`src/rtl/wcalc_pkg.sv`:
```
// Shared operation codes and flag bundle for the word/byte ALU.
// Assumes a 4-bit operation code; unused codes are treated as no-ops.
package wcalc_pkg;
    typedef enum logic [3:0] {
        OP_ADD  = 4'd0,
        OP_ADDC = 4'd1,
        OP_SUB  = 4'd2,
        OP_SUBC = 4'd3,
        OP_CMP  = 4'd4,
        OP_AND  = 4'd5,
        OP_BIC  = 4'd6,
        OP_BIS  = 4'd7,
        OP_BIT  = 4'd8,
        OP_XOR  = 4'd9,
        OP_DADD = 4'd10,
        OP_RRA  = 4'd11,
        OP_RRC  = 4'd12,
        OP_SWPB = 4'd13,
        OP_SXT  = 4'd14,
        OP_NONE = 4'd15
    } calc_op_e;

    typedef struct packed {
        logic c;
        logic z;
        logic n;
        logic v;
    } calc_flags_t;
endpackage

```
`src/rtl/wcalc_binadd.sv`:
```
// Binary adder with byte/word carry and signed-overflow selection.
// Assumes the caller has already inverted the first operand for subtraction,
// so one overflow rule covers both directions.
module wcalc_binadd #(
    parameter int W = 16
) (
    input  logic         byte_mode,
    input  logic [W-1:0] a,
    input  logic [W-1:0] b,
    input  logic         cin,
    output logic [W-1:0] sum,
    output logic         cout,
    output logic         ovf
);
    localparam int H = W / 2;

    logic [W:0] full_s;
    logic [H:0] half_s;
    logic       sa, sb, sr;

    // Both widths are summed in parallel; byte_mode picks one.
    always_comb begin
        full_s = {1'b0, a} + {1'b0, b} + {{W{1'b0}}, cin};
        half_s = {1'b0, a[H-1:0]} + {1'b0, b[H-1:0]} + {{H{1'b0}}, cin};
        if (byte_mode) begin
            sum  = {{(W-H){1'b0}}, half_s[H-1:0]};
            cout = half_s[H];
            sa   = a[H-1];
            sb   = b[H-1];
            sr   = half_s[H-1];
        end else begin
            sum  = full_s[W-1:0];
            cout = full_s[W];
            sa   = a[W-1];
            sb   = b[W-1];
            sr   = full_s[W-1];
        end
        ovf = (sa == sb) && (sr != sa);
    end
endmodule

```
`src/rtl/wcalc_bcdadd.sv`:
```
// Packed-BCD ripple adder, one generated stage per decimal digit.
// Assumes both operands hold valid BCD digits; the byte form stops at digit 1.
module wcalc_bcdadd #(
    parameter int W = 16
) (
    input  logic         byte_mode,
    input  logic [W-1:0] a,
    input  logic [W-1:0] b,
    input  logic         cin,
    output logic [W-1:0] sum,
    output logic         cout
);
    localparam int DIG   = W / 4;
    localparam int HDIG  = DIG / 2;
    localparam int H     = W / 2;

    logic [DIG:0]   cy;
    logic [W-1:0]   raw_sum;

    assign cy[0] = cin;

    for (genvar i = 0; i < DIG; i++) begin : g_digit
        logic [4:0] bin;
        logic       adj;
        // Binary digit sum, then +6 correction when it exceeds nine.
        always_comb begin
            bin = {1'b0, a[4*i +: 4]} + {1'b0, b[4*i +: 4]} + {4'b0, cy[i]};
            adj = (bin > 5'd9);
            raw_sum[4*i +: 4] = adj ? (bin[3:0] + 4'd6) : bin[3:0];
            cy[i+1] = adj;
        end
    end

    // Width select on result and carry.
    always_comb begin
        if (byte_mode) begin
            sum  = {{(W-H){1'b0}}, raw_sum[H-1:0]};
            cout = cy[HDIG];
        end else begin
            sum  = raw_sum;
            cout = cy[DIG];
        end
    end
endmodule

```
`src/rtl/wcalc_shiftlog.sv`:
```
// Logical, shift, swap and sign-extend results (no flag generation).
// Assumes single-operand operations take their operand from dst.
module wcalc_shiftlog #(
    parameter int W = 16
) (
    input  wcalc_pkg::calc_op_e op,
    input  logic                byte_mode,
    input  logic [W-1:0]        src,
    input  logic [W-1:0]        dst,
    input  logic                cin,
    output logic [W-1:0]        res
);
    import wcalc_pkg::*;
    localparam int H = W / 2;

    logic [W-1:0] wide;
    logic [W-1:0] hmask;

    // Word-wide result per code; the byte form is masked afterwards.
    always_comb begin
        hmask = byte_mode ? {{(W-H){1'b0}}, {H{1'b1}}} : {W{1'b1}};
        case (op)
            OP_AND, OP_BIT: wide = src & dst;
            OP_XOR:         wide = src ^ dst;
            OP_BIC:         wide = ~src & dst;
            OP_BIS:         wide = src | dst;
            OP_RRA:         wide = byte_mode ? {{(W-H){1'b0}}, dst[H-1], dst[H-1:1]}
                                             : {dst[W-1], dst[W-1:1]};
            OP_RRC:         wide = byte_mode ? {{(W-H){1'b0}}, cin, dst[H-1:1]}
                                             : {cin, dst[W-1:1]};
            default:        wide = dst;
        endcase
        case (op)
            OP_SWPB: res = {dst[H-1:0], dst[W-1:H]};
            OP_SXT:  res = {{(W-H){dst[H-1]}}, dst[H-1:0]};
            default: res = wide & hmask;
        endcase
    end
endmodule

```
`src/rtl/wcalc_alu.sv`:
```
// Top of the word/byte ALU: operand conditioning, unit select, flag rules and
// a single output register with a valid strobe (one cycle latency).
// Assumes op/operands are stable only while in_valid is high.
module wcalc_alu #(
    parameter int WIDTH = 16
) (
    input  logic             clk,
    input  logic             rst_n,
    input  logic             in_valid,
    input  logic [3:0]       op,
    input  logic             byte_mode,
    input  logic [WIDTH-1:0] src,
    input  logic [WIDTH-1:0] dst,
    input  logic             c_in,
    input  logic             z_in,
    input  logic             n_in,
    input  logic             v_in,
    output logic             out_valid,
    output logic [WIDTH-1:0] result,
    output logic             wr_en,
    output logic             c_out,
    output logic             z_out,
    output logic             n_out,
    output logic             v_out
);
    import wcalc_pkg::*;
    localparam int H = WIDTH / 2;

    calc_op_e        op_e;
    logic            is_sub, eff_byte;
    logic [WIDTH-1:0] add_a, add_sum, bcd_sum, sl_res, nxt_res;
    logic            add_cin, add_c, add_v, bcd_c;
    calc_flags_t     nxt_f;
    logic            nxt_wr, res_zero, res_neg;

    assign op_e = calc_op_e'(op);

    // Condition the adder operands for add or subtract.
    always_comb begin
        is_sub = (op_e == OP_SUB) || (op_e == OP_SUBC) || (op_e == OP_CMP);
        add_a  = is_sub ? ~src : src;
        case (op_e)
            OP_ADD:          add_cin = 1'b0;
            OP_SUB, OP_CMP:  add_cin = 1'b1;
            default:         add_cin = c_in;
        endcase
    end

    wcalc_binadd #(.W(WIDTH)) u_bin (
        .byte_mode (byte_mode),
        .a         (add_a),
        .b         (dst),
        .cin       (add_cin),
        .sum       (add_sum),
        .cout      (add_c),
        .ovf       (add_v)
    );

    wcalc_bcdadd #(.W(WIDTH)) u_bcd (
        .byte_mode (byte_mode),
        .a         (src),
        .b         (dst),
        .cin       (c_in),
        .sum       (bcd_sum),
        .cout      (bcd_c)
    );

    wcalc_shiftlog #(.W(WIDTH)) u_sl (
        .op        (op_e),
        .byte_mode (byte_mode),
        .src       (src),
        .dst       (dst),
        .cin       (c_in),
        .res       (sl_res)
    );

    // Select the result and apply the per-operation flag rules.
    always_comb begin
        case (op_e)
            OP_ADD, OP_ADDC, OP_SUB, OP_SUBC, OP_CMP: nxt_res = add_sum;
            OP_DADD:                                  nxt_res = bcd_sum;
            default:                                  nxt_res = sl_res;
        endcase
        eff_byte = byte_mode && (op_e != OP_SWPB) && (op_e != OP_SXT);
        res_zero = eff_byte ? (nxt_res[H-1:0] == '0) : (nxt_res == '0);
        res_neg  = eff_byte ? nxt_res[H-1] : nxt_res[WIDTH-1];
        nxt_wr   = !((op_e == OP_CMP) || (op_e == OP_BIT) || (op_e == OP_NONE));
        nxt_f    = '{c: c_in, z: z_in, n: n_in, v: v_in};
        case (op_e)
            OP_ADD, OP_ADDC, OP_SUB, OP_SUBC, OP_CMP:
                nxt_f = '{c: add_c, z: res_zero, n: res_neg, v: add_v};
            OP_AND, OP_BIT, OP_XOR, OP_SXT:
                nxt_f = '{c: !res_zero, z: res_zero, n: res_neg, v: 1'b0};
            OP_DADD:
                nxt_f = '{c: bcd_c, z: res_zero, n: res_neg, v: 1'b0};
            OP_RRA, OP_RRC:
                nxt_f = '{c: dst[0], z: res_zero, n: res_neg, v: 1'b0};
            default: ;
        endcase
    end

    // Output register: capture on in_valid, strobe valid for one cycle.
    always_ff @(posedge clk) begin
        if (!rst_n) begin
            out_valid <= 1'b0;
            result    <= '0;
            wr_en     <= 1'b0;
            c_out     <= 1'b0;
            z_out     <= 1'b0;
            n_out     <= 1'b0;
            v_out     <= 1'b0;
        end else begin
            out_valid <= in_valid;
            if (in_valid) begin
                result <= nxt_res;
                wr_en  <= nxt_wr;
                c_out  <= nxt_f.c;
                z_out  <= nxt_f.z;
                n_out  <= nxt_f.n;
                v_out  <= nxt_f.v;
            end
        end
    end
endmodule

```
`config.mk`:
```
export PLATFORM = sky130hd
export DESIGN_NAME = wcalc_alu
export DESIGN_NICKNAME = d
export VERILOG_FILES = /design/src/rtl/wcalc_pkg.sv /design/src/rtl/wcalc_binadd.sv /design/src/rtl/wcalc_bcdadd.sv /design/src/rtl/wcalc_shiftlog.sv /design/src/rtl/wcalc_alu.sv
export SDC_FILE = /design/constraint.sdc
export NUM_CORES = 1
export LEC_CHECK = 0
export BUFFER_PORTS_ARGS = -buffer_cell sky130_fd_sc_hd__buf_2
export CAP_MARGIN = 20
export CORE_UTILIZATION = 62
export CTS_BUF_LIST = sky130_fd_sc_hd__clkbuf_2
export DETAILED_ROUTE_END_ITERATION = 8
export PLACE_DENSITY = 0.85
export SLEW_MARGIN = 20
export SYNTH_ARGS = -nofsm -noshare
export SYNTH_HDL_FRONTEND = slang
export SYNTH_SLANG_ARGS = --single-unit
```
`constraint.sdc`:
```
create_clock -name clk -period 9.5 [get_ports clk]
set_input_delay 1.9 -clock clk [delete_from_list [all_inputs] [get_ports clk]]
set_output_delay 1.9 -clock clk [all_outputs]
set_load 0.01 [all_outputs]
```
==> results.toml <==
[run_status]
status = "finished, final reports clean"

[critical_path]
rr_worst_depth = 2
critical_path_arrival_ns = 9.34
end_kind = "flop"
r2r-end = "result[3]"
worstSetupStartpointType = "input port"
critPathMaxFanout = 6
reg2reg_from = "result[3]"
cp_common_cell = "fa_1"
max_stage_delay_ns = 0.55
criticalPathCategory = "in2reg"
reg2reg_slack_ns = 8.68
cp.required_ns = 9.77
cpMaxStageDelayCell = "fa_1"

[floorplan]
die-width_um = 93.3
die_h_um = 93.3
io_pins = 66
start_util_pct = 65.5
rows = 32
dieArea_um2 = 8710
coreArea_um2 = 7890

[final_layout]
fillers = 707
fin_cells = 849
area_growth_pct = 7.07
drive_above_1_share_pct = 15.4
diodes = 0
final_common_cell = "buf_2"
multi_input_comb_area_um2 = 4340
final_nets = 852
regArea_um2 = 440
fin_area_um2 = 5530
mostFrequentLayoutCells = "buf_2 (65), a21oi_1 (61), nand2_1 (56), o21ai_0 (54), ha_1 (49)"

[pwr]
power_density_nw_per_um2 = 98.8
finalPower_uw = 547
p_leak_nw = 2.48
peakVddDrop_mv = 0.0746

[clock_network]
cts_made_buffers = 3
hold_buffers = 0
clockBufferDepth = 2
clk_latency_ns = 0.31
tritoncts = "done"
clkTransAtPathRegs_ns = 0.19
cts_max_level = 1
cts-root-buf = "clkbuf_2"
clock-sinks = 22

[place]
numPortBuffers = 65
place_inst = 846
dpl_cell_area_um2 = 5480
place_ws_ns = -0.0282
routabilityCongestion = 1.13
place_hpwl_um = 14400

[synth]
syn-num-nets = 809
synth_top_flop_cell = "dfxtp_1"
syn_inst = 706
seq_area_frac_synth_pct = 8.52
ys_seq_elements = 22
syn-cell-area_um2 = 5170
synthAdderAreaFrac_pct = 15.7
synthArstFlopShare_pct = 0
synth_compound_area_share_pct = 37.5
synth_top_family_by_area = "compound AO/OA/AOI/OAI gates"
ys_types = 89
synthXorXnorAreaFrac_pct = 5.08
synth.area.mux_share_pct = 3.73
synth-simple-area-share_pct = 21.2
synth_warnings = 0
synth_edf_count = 0
syn_avg_cell_area_um2 = 7.32

[worst_hold_path]
whs_endpoint = "n_out"
hold_depth = 2
min_path_type = "reg2reg"
min_from = "n_out"

[run]
max_cap_violations = 0

[drt]
viasPerCell = 7.18
drtPass1Iterations = 6
vias = 6093
drc = 0
drt-total-wl_um = 18900
antenna_left = 0
drt_iter0_drc = 857
wire_per_inst_um = 22.2

[global_routing]
overflow = 0
grt_max_degree = 52
antenna_found_initial = 0
grt_pass1_vias = 5554
grtUsageTotal_pct = 43.0
grt_first_pass_wirelength_um = 29000

[timing]
clock.fmax_ghz = 0.110
fin_crit_sh_pct = 95.5
worst_pin_slew_ns = 1.09
period_minus_slack_ns = 9.08
fin_hold_ws_ns = 0.488
rsz0062_at_grt = "false"
slew_violations = 0
final.setup.worst_slack_ns = 0.424
hold_violations = 0
setup_viol = 0
clock_skew_ns = 0
slew_headroom_pct = 27.3
[layer usage]
metal	vias to the layer above	global-route usage, %	part of all wire, %
li1	2754	-	-
met1	2805	56.3	38
met2	439	69.7	44
met3	95	5.12	11
met4	0	21.2	6.2
met5	-	0	0
[cells by family (layout without fill, tap and decap cells)]
kind of cell | after synthesis | in the layout
AOI/OAI and AO/OA | 282 | 282
and+or+nand+nor | 205 | 205
buffers and inverters | 89 | 130
adders and majority gates | 59 | 59
xor gates and xnor gates | 30 | 30
DFF | 22 | 22
muxes | 19 | 19
[state kept, by name, indices dropped and copies added (netlist names)]
register and flops:
z_out 1, c_out 1, wr_en 1, n_out 1, v_out 1, result 16, out_valid 1
[per-stage QoR]
step                      setup TNS (ns)  utilization [%]
final                                  0             70.2
after floorplan                        0                -
after CTS                              0             69.7
after detailed placement         -0.0282             69.5
after global routing                   0             70.2
after global placement                 0             69.5
[what timing repair did]
item	in CTS	in global routing
buffers inserted	0	0
resized for setup	0	8
setup endpoints to repair	0	2
[synth_stat cells (7+ instances only)]
master    number  share of area, %
a211oi_1      10               1.5
a21o_1         8               1.2
a21oi_1       62               6.0
a22oi_1       17               2.5
and2_1         7              0.85
buf_2         12               1.2
buf_4          7               1.0
buf_6          7               1.5
clkbuf_1      13              0.94
dfxtp_1       22               8.5
fa_1          10               3.9
ha_1          49                12
inv_1         47               3.4
mux2i_1       17               3.3
nand2_1       56               4.1
nand3_1       18               1.7
nand4_1        8              0.97
nor2_1        36               2.6
nor2b_1       17               2.1
nor3_1        12               1.2
o211a_1       15               2.9
o211ai_1      13               1.9
o21a_1         8               1.2
o21ai_0       54               5.2
o21ai_1       10              0.97
o22ai_1       10               1.2
or3_1          7              0.85
xnor2_1       24               4.1
[worst max-delay path, delay by kind of cell]
kind / cells / cell delay (ns)
fa+ha+maj: 10 / 3.93
simple gates: 7 / 1.23
buf+inv: 6 / 0.52
xor+xnor: 2 / 0.41
compound gates: 7 / 1.36
[area by class of cell]
| type | instances | share of cell area [%] |
|---|---|---|
| Clock buffer | 3 | 0.271 |
| Multi-Input combinational cell | 595 | 78.4 |
| Sequential cell | 22 | 7.96 |
| Tap cell | 102 | 2.31 |
| Inverter | 48 | 3.26 |
| Timing Repair Buffer | 79 | 7.78 |
[how the worst max path moves through the flow]
stage                      start  endpoint  slack (ns)  cells after the start
after floorplan           src[0]     z_out        0.58                     34
final                     src[0]     z_out        0.42                     32
after global routing      src[0]     z_out        0.03                     32
after global placement    src[0]     z_out        0.24                     35
after detailed placement  src[0]     z_out       -0.03                     35
after CTS                 src[0]     z_out        0.30                     35
[report_power, final]
part	switching, mW	total [mW]	internal [mW]
clock network	0.0271	0.0357	0.00861
registers	0.00375	0.104	0.100
logic	0.251	0.407	0.156
total	0.281	0.547	0.265
(Power assumes the default switching activity.)
